## src/rtl/qenc_pkg.sv

```systemverilog
package qenc_pkg;

    typedef enum logic [1:0] {
        SRC_QUAD     = 2'b00,
        SRC_EXT_DIR  = 2'b01,
        SRC_EXT_GATE = 2'b10,
        SRC_TIMER    = 2'b11
    } src_e;

    typedef enum logic [2:0] {
        INI_NONE     = 3'd0,
        INI_IDX_ZERO = 3'd1,
        INI_NEXT_IDX = 3'd2,
        INI_HOME_1ST = 3'd3,
        INI_HOME_2ND = 3'd4,
        INI_CMP_ZERO = 3'd5,
        INI_MODULO   = 3'd6,
        INI_MOD_IDX  = 3'd7
    } ini_e;

    // LSB first: en[0] ini[3:1] match[5:4] div[8:6] pol[9] gate_en[10] src[12:11]
    typedef struct packed {
        src_e       src;
        logic       gate_en;
        logic       pol;
        logic [2:0] div;
        logic [1:0] match;
        ini_e       ini;
        logic       en;
    } ctrl_t;

    localparam int CTRL_W = $bits(ctrl_t);

    localparam logic [2:0] ADR_CTRL = 3'd0;
    localparam logic [2:0] ADR_POS  = 3'd1;
    localparam logic [2:0] ADR_INIT = 3'd2;
    localparam logic [2:0] ADR_CMP  = 3'd3;
    localparam logic [2:0] ADR_LO   = 3'd4;
    localparam logic [2:0] ADR_HI   = 3'd5;

    // sync vector bit positions
    localparam int S_A    = 0;
    localparam int S_B    = 1;
    localparam int S_IDX  = 2;
    localparam int S_HOME = 3;
    localparam int S_DIR  = 4;
    localparam int S_GATE = 5;
    localparam int S_N    = 6;

endpackage

```

## src/rtl/qenc_sync.sv

```systemverilog
module qenc_sync #(
    parameter int N      = 6,
    parameter int STAGES = 2
) (
    input  logic         clk,
    input  logic         rst_n,
    input  logic [N-1:0] d,
    output logic [N-1:0] q
);
    logic [N-1:0] stg_d [STAGES];
    logic [N-1:0] stg_q [STAGES];

    always_comb begin
        stg_d[0] = d;
        for (int i = 1; i < STAGES; i++) stg_d[i] = stg_q[i-1];
    end

    always_ff @(posedge clk or negedge rst_n) begin
        if (!rst_n) begin
            for (int i = 0; i < STAGES; i++) stg_q[i] <= '0;
        end else begin
            for (int i = 0; i < STAGES; i++) stg_q[i] <= stg_d[i];
        end
    end

    assign q = stg_q[STAGES-1];
endmodule

```

## src/rtl/qenc_quad_dec.sv

```systemverilog
module qenc_quad_dec (
    input  logic clk,
    input  logic rst_n,
    input  logic a,
    input  logic b,
    output logic step,
    output logic up
);
    logic [1:0] prev_d, prev_q;
    logic [1:0] cur, diff;

    always_comb begin
        cur    = {b, a};
        diff   = cur ^ prev_q;
        prev_d = cur;
        step   = (diff == 2'b01) || (diff == 2'b10);
        // A changed: up when A now differs from B; B changed: up when equal
        up     = diff[0] ? (a ^ b) : ~(a ^ b);
    end

    always_ff @(posedge clk or negedge rst_n) begin
        if (!rst_n) prev_q <= 2'b00;
        else        prev_q <= prev_d;
    end

    assert_no_double_step_R3: assert property (@(posedge clk) disable iff (!rst_n)
        (step && diff[0]) |-> $stable(b));
endmodule

```

## src/rtl/qenc_prescale.sv

```systemverilog
module qenc_prescale #(
    parameter int CW = 9
) (
    input  logic       clk,
    input  logic       rst_n,
    input  logic       clr,
    input  logic       evt,
    input  logic [2:0] code,
    output logic       tick
);
    logic [CW-1:0] cnt_d, cnt_q;
    logic [CW-1:0] lim;
    logic [3:0]    shamt;

    always_comb begin
        shamt = (code == 3'd7) ? 4'd8 : {1'b0, code};
        lim   = CW'(1) << shamt;
        tick  = evt && (cnt_q == lim - CW'(1));
        cnt_d = cnt_q;
        if (evt) cnt_d = tick ? '0 : cnt_q + CW'(1);
        if (clr) cnt_d = '0;
    end

    always_ff @(posedge clk or negedge rst_n) begin
        if (!rst_n) cnt_q <= '0;
        else        cnt_q <= cnt_d;
    end

    assert_presc_bound_R5: assert property (@(posedge clk) disable iff (!rst_n)
        cnt_q < lim);
endmodule

```

## src/rtl/qenc_poscnt.sv

```systemverilog
module qenc_poscnt
    import qenc_pkg::*;
#(
    parameter int W = 32
) (
    input  logic         clk,
    input  logic         rst_n,
    input  logic         enc_a,
    input  logic         enc_b,
    input  logic         enc_idx,
    input  logic         enc_home,
    input  logic         ext_dir,
    input  logic         ext_gate,
    input  logic         wr_en,
    input  logic [2:0]   wr_addr,
    input  logic [W-1:0] wr_data,
    input  logic [2:0]   rd_addr,
    output logic [W-1:0] rd_data,
    output logic [W-1:0] pos_o
);
    localparam logic [W-1:0] ONE = W'(1);

    typedef struct packed {
        ctrl_t       ctrl;
        logic [W-1:0] pos;
        logic [W-1:0] pre;
        logic [W-1:0] cmp;
        logic [W-1:0] lo;
        logic [W-1:0] hi;
        logic        arm;
        logic [1:0]  hst;
        logic        idx_p;
        logic        home_p;
        logic        a_p;
    } st_t;

    st_t st_d, st_q;

    logic [S_N-1:0] raw_in, syn;
    logic qd_step, qd_up;
    logic presc_evt, presc_tick, presc_clr;
    logic a_rise, idx_rise, home_rise, gate_ok, is_timer, idx_evt;
    logic step, down, mod_mode;
    logic [W-1:0] step_val, pos_n;
    ctrl_t wc;

    assign raw_in = {ext_gate, ext_dir, enc_home, enc_idx, enc_b, enc_a};

    qenc_sync #(.N(S_N), .STAGES(2)) sync_i (
        .clk(clk), .rst_n(rst_n), .d(raw_in), .q(syn)
    );

    qenc_quad_dec dec_i (
        .clk(clk), .rst_n(rst_n), .a(syn[S_A]), .b(syn[S_B]),
        .step(qd_step), .up(qd_up)
    );

    qenc_prescale #(.CW(9)) presc_i (
        .clk(clk), .rst_n(rst_n), .clr(presc_clr), .evt(presc_evt),
        .code(st_q.ctrl.div), .tick(presc_tick)
    );

    // edge detection and event qualification
    always_comb begin
        a_rise    = syn[S_A] & ~st_q.a_p;
        idx_rise  = syn[S_IDX] & ~st_q.idx_p;
        home_rise = syn[S_HOME] & ~st_q.home_p;
        gate_ok   = !st_q.ctrl.gate_en || syn[S_GATE];
        is_timer  = st_q.ctrl.src[1];
        presc_clr = wr_en && (wr_addr == ADR_CTRL);
        unique case (st_q.ctrl.src)
            SRC_QUAD:  presc_evt = 1'b0;
            SRC_TIMER: presc_evt = st_q.ctrl.en && gate_ok;
            default:   presc_evt = st_q.ctrl.en && gate_ok && a_rise;
        endcase
        idx_evt = st_q.ctrl.en && !is_timer && idx_rise &&
                  ((st_q.ctrl.src != SRC_QUAD) || ({syn[S_B], syn[S_A]} == st_q.ctrl.match));
    end

    // next-state computation
    always_comb begin
        st_d        = st_q;
        st_d.a_p    = syn[S_A];
        st_d.idx_p  = syn[S_IDX];
        st_d.home_p = syn[S_HOME];
        wc          = ctrl_t'(wr_data[CTRL_W-1:0]);

        unique case (st_q.ctrl.src)
            SRC_QUAD: begin
                step = st_q.ctrl.en && gate_ok && qd_step;
                down = ~qd_up ^ st_q.ctrl.pol;
            end
            SRC_EXT_DIR: begin
                step = presc_tick;
                down = st_q.ctrl.pol ^ syn[S_DIR];
            end
            default: begin
                step = presc_tick;
                down = st_q.ctrl.pol;
            end
        endcase

        mod_mode = !is_timer &&
                   ((st_q.ctrl.ini == INI_MODULO) || (st_q.ctrl.ini == INI_MOD_IDX));
        step_val = down ? st_q.pos - ONE : st_q.pos + ONE;
        if (mod_mode) begin
            if (!down && st_q.pos == st_q.hi)     step_val = st_q.lo;
            else if (down && st_q.pos == st_q.lo) step_val = st_q.hi;
        end

        pos_n = step ? step_val : st_q.pos;

        if (st_q.ctrl.en && !is_timer) begin
            unique case (st_q.ctrl.ini)
                INI_IDX_ZERO, INI_MOD_IDX: begin
                    if (idx_evt) pos_n = '0;
                end
                INI_NEXT_IDX: begin
                    if (idx_evt && st_q.arm) begin
                        pos_n    = st_q.pre;
                        st_d.arm = 1'b0;
                    end
                end
                INI_HOME_1ST: begin
                    if (home_rise) st_d.hst = 2'd1;
                    else if (idx_evt && st_q.hst == 2'd1) begin
                        pos_n    = st_q.pre;
                        st_d.hst = 2'd3;
                    end
                end
                INI_HOME_2ND: begin
                    if (home_rise) st_d.hst = 2'd1;
                    else if (idx_evt && st_q.hst == 2'd1) st_d.hst = 2'd2;
                    else if (idx_evt && st_q.hst == 2'd2) begin
                        pos_n    = st_q.pre;
                        st_d.hst = 2'd3;
                    end
                end
                INI_CMP_ZERO: begin
                    if (st_q.pos == st_q.cmp) pos_n = '0;
                end
                default: ;
            endcase
        end
        st_d.pos = pos_n;

        if (wr_en) begin
            unique case (wr_addr)
                ADR_CTRL: begin
                    st_d.ctrl = wc;
                    if (wc.ini == INI_NEXT_IDX) st_d.arm = 1'b1;
                end
                ADR_POS:  st_d.pos = wr_data;
                ADR_INIT: st_d.pre = wr_data;
                ADR_CMP:  st_d.cmp = wr_data;
                ADR_LO:   st_d.lo  = wr_data;
                ADR_HI:   st_d.hi  = wr_data;
                default: ;
            endcase
        end
    end

    always_ff @(posedge clk or negedge rst_n) begin
        if (!rst_n) st_q <= '0;
        else        st_q <= st_d;
    end

    always_comb begin
        unique case (rd_addr)
            ADR_CTRL: rd_data = {{(W-CTRL_W){1'b0}}, st_q.ctrl};
            ADR_POS:  rd_data = st_q.pos;
            ADR_INIT: rd_data = st_q.pre;
            ADR_CMP:  rd_data = st_q.cmp;
            ADR_LO:   rd_data = st_q.lo;
            ADR_HI:   rd_data = st_q.hi;
            default:  rd_data = '0;
        endcase
    end

    assign pos_o = st_q.pos;

    assert_hold_when_off_R2: assert property (@(posedge clk) disable iff (!rst_n)
        (!st_q.ctrl.en && !(wr_en && wr_addr == ADR_POS)) |=> (st_q.pos == $past(st_q.pos)));

    assert_arm_clears_R8: assert property (@(posedge clk) disable iff (!rst_n)
        (st_q.arm && st_q.ctrl.ini == INI_NEXT_IDX && idx_evt && !wr_en) |=> !st_q.arm);

    assert_cmp_clear_R10: assert property (@(posedge clk) disable iff (!rst_n)
        (st_q.ctrl.en && !is_timer && st_q.ctrl.ini == INI_CMP_ZERO &&
         st_q.pos == st_q.cmp && !wr_en) |=> (st_q.pos == '0));

    assert_mod_in_range_R11: assert property (@(posedge clk) disable iff (!rst_n)
        (st_q.ctrl.en && !is_timer && st_q.ctrl.ini == INI_MODULO && !wr_en &&
         st_q.lo <= st_q.hi && st_q.pos >= st_q.lo && st_q.pos <= st_q.hi)
        |=> (st_q.pos >= st_q.lo && st_q.pos <= st_q.hi));

    assert_timer_no_index_R12: assert property (@(posedge clk) disable iff (!rst_n)
        (is_timer && !step && !wr_en) |=> (st_q.pos == $past(st_q.pos)));
endmodule

```

## config.mk

```make
export PLATFORM = sky130hd
export DESIGN_NAME = qenc_poscnt
export DESIGN_NICKNAME = d
export VERILOG_FILES = /design/src/rtl/qenc_pkg.sv /design/src/rtl/qenc_sync.sv /design/src/rtl/qenc_quad_dec.sv /design/src/rtl/qenc_prescale.sv /design/src/rtl/qenc_poscnt.sv
export SDC_FILE = /design/constraint.sdc
export NUM_CORES = 1
export LEC_CHECK = 0
export CORE_MARGIN = 8
export CORE_UTILIZATION = 60
export CTS_CLUSTER_DIAMETER = 60
export DETAILED_ROUTE_END_ITERATION = 7
export DONT_BUFFER_PORTS = 1
export MAX_ROUTING_LAYER = met4
export PLACE_DENSITY_LB_ADDON = 0.05
export SYNTH_ARGS = -nofsm -noshare
export SYNTH_HDL_FRONTEND = slang
export SYNTH_SLANG_ARGS = --single-unit
```

## constraint.sdc

```tcl
create_clock -name clk -period 8.8 [get_ports clk]
set_clock_uncertainty 0.1 [all_clocks]
set_input_delay 0.88 -clock clk [delete_from_list [all_inputs] [get_ports clk]]
set_output_delay 0.88 -clock clk [all_outputs]
set_load 0.1 [all_outputs]
```

# After elaboration in Yosys (flattened, before gate mapping)

Index checks and enable logic that the tools add are counted.

Bits in registers: 202
Input port bits: 47
Word-level logic and storage cells: 145
Output and inout bits: 64

Muxes and demuxes: 41
Add/sub/neg operators: 4
Equality and inequality tests: 32
Reductions and logical operators: 34
Bitwise operators: 12
Shift-type cells: 1

Operators with widths:

| cell                                                 | number |
|---|---|
| 2-to-1 mux 32 bit                                    | 19 |
| one-hot mux 32 bit (6 select lines)                  | 1 |
| 2-to-1 mux 161 bit                                   | 1 |
| one-hot mux 32 bit (5 select lines)                  | 1 |
| equality test 32 bit                                 | 3 |
| adder 32 x 1 -> 32 bit (second input constant)       | 1 |
| subtractor 32 x 1 -> 32 bit (second input constant)  | 1 |
| equality test 3 bit (second input constant)          | 9 |
| 2-to-1 mux 9 bit                                     | 3 |
| equality test 3 x 2 -> 1 bit (second input constant) | 7 |
| logical AND 1 bit                                    | 14 |
| 2-to-1 mux 2 bit                                     | 5 |
| AND reduction 2 bit                                  | 5 |
| adder 9 x 1 -> 9 bit (second input constant)         | 1 |
| equality test 3 x 1 -> 1 bit (second input constant) | 3 |
| equality test 9 bit                                  | 1 |
| left shift 1 x 4 -> 9 bit (first input constant)     | 1 |
| subtractor 9 x 1 -> 9 bit (second input constant)    | 1 |
| equality test 2 x 1 -> 1 bit (second input constant) | 3 |
| equality test 2 bit (second input constant)          | 3 |
| zero test 3 bit                                      | 2 |
| 2-to-1 mux 1 bit                                     | 6 |
| nonzero test 2 bit                                   | 3 |
| inverter 1 bit                                       | 5 |
| 15 further kinds                                     | 25 |

# Depth between registers and ports, before layout

Gate-level depths: netlist (run 1).

Word-level depth: 18
Depth in mapped cells: 17
Depth with buffers taken out: 17

# Cells and area by module

Synthesis (run 1) repeated with hierarchy kept, for this count alone.

Cell total of the unflattened synthesis: 1360
Area, all modules: 13523.0 µm²

By module, submodules not included:

| module        | area an instance (µm²) | seq. area each (µm²) | times used | cells each |
|---|---|---|---|---|
| qenc_poscnt   | 12512.0                | 4479.3               | 1          | 1271 |
| qenc_prescale | 626.9                  | 225.2                | 1          | 72 |
| qenc_sync     | 300.3                  | 300.3                | 1          | 12 |
| qenc_quad_dec | 83.8                   | 50.0                 | 1          | 5 |

# Worst setup path before layout (run 1)

Ideal clock, no wire load.

Path type: flip-flop to flip-flop
Start point: reg sync_i.stg_q (netlist bit sync_i.q[0])
End point: reg st_q (netlist bit pos_o[28])
Clock period less this slack: 4876 ps
Data required time: 8635 ps
Stages on the path, launching flop included: 16
Path buffers: 0
Arrival: 4711 ps
Setup slack: 3924 ps
Setup time: 65 ps
Cells stage by stage: dfrtp_1 ha_1 xor3_1 o31ai_4 xor2_2 ha_1 a211oi_1 o21bai_1 o31a_1 a221o_1 a31oi_2 o211ai_2 a21oi_1 xor2_1 o41ai_1 o22a_1

RTL lines:

| item                 | line               | source |
|---|---|---|
| start, declared      | qenc_sync.sv:11    | `logic [N-1:0] stg_q [STAGES];` |
| end signal, assigned | qenc_poscnt.sv:165 | `else st_q <= st_d;` |
| end, declared        | qenc_poscnt.sv:37  | `st_t st_d, st_q;` |

==> qor.csv, run 1 <==
metric,value,unit
drv_cap,0,
synth_edf_count,0,
numPortBuffers,0,
yosys.cell_count.top_type,dfrtp_1,
synth_compound_area_share,17.1,%
ir_drop,0.000202,V
worst_r2r_path_depth,16,
synthMuxAreaShare,16.4,%
endpoint_kind,register,
drc_errors,0,
period_needed,4.86,ns
min_period_over_period,55.3,%
fillers,1803,
cts-root-buf,clkbuf_16,
area_growth,8.65,%
reg2reg_slack,3.94,ns
start_util,60.8,%
ys_seq_elements,201,
post_cts_buffers,0,
synthTopCellsByArea,"dfrtp_1, mux2_2, xnor2_1",
finalSetupViolCount,0,
yosysWarningCount,0,
hp-class,input pin to async pin,
final_max_slew_viol_count,0,
yosys.area.top_type_share,38.0,%
hold_viol,0,
cp-start-kind,register,
diodes,0,
grt_antenna_before_repair,0,
rsz0062_at_grt,no,
worstPathRequired,9.08,ns
status,completed,
dieArea,27100,sq um
yosys.area_share.simple,10.2,%
yosys-top-cells-count,"dfrtp_1, mux2_2, a21oi_1, nor2_1, nand2_1",
worst_pin_slew,1.23,ns
clock-sinks,201,
cts_resized,0,
cts.clk_slew.worst_paths,0.06,ns
dp.cells,1563,
post_drt_wl_per_cell,26.8,um
boundaryPins,111,
synth_ff_type,dfrtp_1,
synth_top_family_by_area,compound AO/OA/AOI/OAI gates,
crit_type,register to register,
synth_fa_ha_area_share,3.65,%
hold_ws,0.231,ns
dr_total_vias,10677,
power_density,401,nW/um^2
endpoint,pos_o[27],
insertion_delay,0.53,ns
dpl.hpwl,29100,um
globalRoute.totalOverflow,0,
utilization,66.1,%
drive_gt1_share,20.6,%
drt-total-wl,43000,um
r2r-end,pos_o[27],
die_y,164,um
layoutNonFillerInstCount,1606,
avgViaCountPerCell,6.65,
place_congestion,0.944,
synth_cell_types,68,
grt_pass1_wl,65300,um
grt_usage,32.6,%
synth_area,13200,sq um
htreeDepth,1,
multi_input_area,7610,sq um
drt-initial-drc-count,957,
syn_area_per_cell,9.78,sq um
yosysTopAreaCell,dfrtp_1,
grt_pass1_vias,10485,
fin_tns_setup,0,ns
grt_max_degree,202,
arrival,5.14,ns
synth_xor_area_share,9.18,%
cts_buffer_depth,3,
p_leak,5.96,nW
syn_nets,1437,
crit_path_start,sync_i.q[0],
cts_tree,done,
die_w,164,um
max_freq,0.206,GHz
firstDrtPassIters,5,
ant_nets,0,
ctsHoldBuffers,1,
seqCellArea,5030,sq um
core-area,21800,sq um
worstReg2RegStart,sync_i.q[0],
worst_slew_margin_rel,18.1,%
syn_inst,1352,
numCtsBuffers,25,
nets,1396,
rows,54,
yosysSeqAreaShare,38.0,%
path_max_fanout,35,
synthArstFlopShare,100,%
-- through the flow --
| stage | setup WS (ns) | instance area, sq um | power, W |
|---|---|---|---|
| after floorplan | 3.92 | 13200 | 0.00397 |
| after global placement | 4.02 | 13500 | 0.00462 |
| after detailed placement | 3.93 | 13500 | 0.00463 |
| after CTS | 3.91 | 14400 | 0.00575 |
| after global routing | 3.61 | 14400 | 0.00604 |
| final | 3.94 | 14400 | 0.00576 |
-- sequential cells by signal, indices dropped and copies added (netlist names) --
signal	cells
sync_i.stg_d	6
pos_o	32
st_q	145
dec_i.prev_q	2
sync_i.q	6
presc_i.cnt_q	9
is_timer	1
-- cells in the final DEF (no fill, tap or decap), drive strengths merged, types with 37 or more instances in the layout --
master | synthesis | routed
xor2 | 49 | 49
dfrtp | 201 | 201
mux2i | 49 | 49
a21oi | 97 | 97
buf | 59 | 54
o21ai | 75 | 75
xnor2 | 86 | 86
nor2 | 91 | 91
ha | 37 | 37
nand2 | 88 | 88
mux2 | 145 | 145
-- worst max-delay path, stage by stage, from the launching register on --
cell and delay, ns:
dfrtp_1 0.43, ha_1 0.33, xor3_1 0.45, o31ai_4 0.29
xor2_4 0.15, buf_4 0.40, ha_1 0.37, a21oi_1 0.20
o22ai_1 0.11, a211oi_1 0.28, a31oi_1 0.16, o31ai_1 0.44
o22ai_1 0.28, o221a_2 0.32, xor2_1 0.14, a21oi_1 0.17
o31ai_1 0.08
-- per-layer routing --
metal	up-vias	routed length (um)	track usage (%)
li1	4828	-	-
met3	84	3330	6.38
met1	5324	17700	41.0
met2	441	20500	52.6
met4	0	1480	10.2
met5	-	0	-
-- cell type report --
class / count / share of cell area (%)
clock buffers: 33 / 4.77
repair buffers: 54 / 2.96
flip-flops and latches: 201 / 35.0
inverters: 27 / 0.705
multi-input cells: 1002 / 52.9
clock inverters: 9 / 1.20
well taps: 280 / 2.44
-- power breakdown --
group          switching (W)  leakage (nW)  internal (W)
clock               0.000409         0.416      0.000667
sequential          0.000336          2.43       0.00115
combinational        0.00214          3.11       0.00106
-- how the worst min path moves through the flow --
stage,startpoint,to,slack (ns)
after floorplan,sync_i.stg_d[0],sync_i.q[0],0.23
after global placement,sync_i.stg_d[5],sync_i.q[5],0.23
after detailed placement,sync_i.stg_d[5],sync_i.q[5],0.24
after CTS,enc_b,sync_i.stg_d[1],0.25
after global routing,enc_a,sync_i.stg_d[0],0.25
final,rst_n,st_q[128],0.23
-- kinds of logic (layout without fill, tap and decap cells) --
| group | Yosys count | after routing |
|---|---|---|
| xor+xnor | 136 | 136 |
| compound gates | 344 | 344 |
| simple gates | 288 | 288 |
| mux | 196 | 196 |
| buf+inv | 149 | 123 |
| fa+ha+maj | 38 | 38 |
| flops | 201 | 201 |
(Power assumes the default switching activity.)
==> run 2, diff against run 1 <==
CORE_UTILIZATION = 59   (was 60)
clock period = 4.3 ns   (was 8.8 ns; I/O delays follow)
==> run 2 against run 1 <==
  * The run now ends with hold timing left
  * Power is 120% higher
  * Utilization is 5.9 points higher
  * Sequential power grew 100%
  * Global-route usage fell by 0.067 points
  * First-iteration DRC count rose by 26%
  * Critical path depth up 1
  * Worst setup slack got worse by 3.8 ns
  * Clock power rose by 100%
  * Cell count is 8.7% higher
  * Critical path type unchanged
  * Largest cell class unchanged
==> qor.csv, run 2 (synthesis gave the netlist of run 1 again) <==
metric,value,unit
cts_buffer_depth,3,
ctsHoldBuffers,38,
avgViaCountPerCell,6.63,
fin_tns_setup,0,ns
period_needed,4.19,ns
switching_share,48.9,%
drt-initial-drc-count,1208,
insertion_delay,0.55,ns
diodes,0,
worst_slew_margin_rel,16.1,%
grt_pass1_vias,11505,
rows,54,
final_max_slew_viol_count,0,
final_common_cell,dfrtp_1,
grt_usage,32.6,%
p_leak,6.64,nW
power.switching,0.00628,W
hold_ws,-0.524,ns
worst_pin_slew,1.25,ns
cts.clk_slew.worst_paths,0.06,ns
drive_gt1_share,27.4,%
p_seq_share,23.2,%
grt_pass1_wl,69300,um
start_util,60.4,%
grt_antenna_before_repair,0,
finalSetupViolCount,0,
ant_nets,0,
worstPathRequired,4.69,ns
globalRoute.totalOverflow,0,
die_w,166,um
area_growth,19.1,%
drt-total-wl,45400,um
setup_ws,0.113,ns
core-area,21900,sq um
endpoint_kind,register,
place_congestion,0.992,
power,0.0128,W
fillers,1699,
crit_type,register to register,
p_int,0.00656,W
numPortBuffers,0,
numCtsBuffers,25,
violations,hold timing,
clock-sinks,201,
nets,1534,
rsz0062_at_grt,yes,
routed.top_layer,met4,
dpl.hpwl,31200,um
seqCellArea,5030,sq um
largest_reg_flops,145,
boundaryPins,111,
drv_cap,0,
cts-root-buf,clkbuf_16,
min_period_over_period,97.4,%
combinationalPowerShare,59.9,%
dr_wl_met2,21200,um
dieArea,27500,sq um
grt_max_degree,202,
firstDrtPassIters,7,
drc_errors,0,
multi_input_area,7840,sq um
top_register,st_q,
arrival,4.57,ns
final_cell_mix,"dfrtp_1, buf_4, mux2_2, a21oi_1, nand2_1",
htreeDepth,1,
max_freq,0.239,GHz
hp-class,input pin to async pin,
status,finished with violations,
dr_total_vias,11567,
cp-start-kind,register,
wl_met3,3900,um
die_y,166,um
path_max_fanout,6,
wl_met1,18600,um
dp_slack,-0.373,ns
hold_viol,201,
power_density,815,nW/um^2
post_drt_wl_per_cell,26.0,um
ir_drop,0.000375,V
cts_tree,done,
power.share.clock,16.9,%
-- run 2: worst paths after layout --
| path | cells past startpoint | start | endpoint | slack, ns |
|---|---|---|---|---|
| min in group clk | 2 | wr_data[1] | st_q[5] | 0.06 |
| max reg2reg | 17 | sync_i.q[0] | pos_o[28] | 0.11 |
| max | 17 | sync_i.q[0] | pos_o[28] | 0.11 |
| min | 0 | rst_n | st_q[67] | -0.52 |
| max in group asynchronous | 0 | rst_n | sync_i.stg_d[3] | 3.94 |
| min reg2reg | 0 | sync_i.stg_d[3] | sync_i.q[3] | 0.25 |
-- run 2: through the flow --
stage          std cells  utilization [%]  area (sq um)
2_1_floorplan       1352                -         13300
4_1_cts             1739             70.8         15500
3_3_place_gp        1656             65.0         14200
5_1_grt             1745             72.0         15800
3_5_place_dp        1656             65.0         14200
6_report            1745             72.0         15800
-- run 2: what timing repair did --
action                                 CTS  global route
setup buffers                            2             5
endpoints found under the hold margin  379           201
gates resized for setup                  2            38
setup endpoints to repair               11            12
pin swaps                                1            21
gates cloned                             0             1
-- run 2: power groups by stage --
stage          Clock (W)  Sequential (W)  Combinational, W
2_1_floorplan          0         0.00277           0.00539
3_3_place_gp           0         0.00297           0.00707
3_5_place_dp           0         0.00298           0.00710
4_1_cts          0.00218         0.00295           0.00723
5_1_grt          0.00226         0.00303           0.00811
6_report         0.00217         0.00298           0.00770
-- run 2: layout make-up --
class | instances | share of cell area, %
clock inverter | 9 | 0.953
timing repair buffer | 192 | 10.1
tap | 280 | 2.22
multi-input combinational | 1002 | 49.7
inverter | 27 | 0.643
clock buffer | 34 | 4.38
sequential | 201 | 31.9
-- run 2: layer usage --
metal / track usage (%) / vias to the layer above
li1: - / 5099
met1: 41.0 / 5764
met2: 51.5 / 583
met3: 6.25 / 121
met4: 11.9 / 0
met5: - / -
-- run 2: worst max-delay path, stage by stage (launching register included) --
cell       delay, ns
dfrtp_1         0.42
ha_4            0.29
xor3_1          0.25
o31ai_4         0.36
xor2_4          0.13
buf_6           0.16
clkbuf_16       0.15
ha_1            0.35
nand3_2         0.14
a2111oi_4       0.36
o21ai_2         0.12
a21boi_2        0.23
a31oi_4         0.15
o211ai_2        0.23
mux2i_1         0.11
a211o_1         0.30
a21oi_1         0.13
o22a_1          0.15
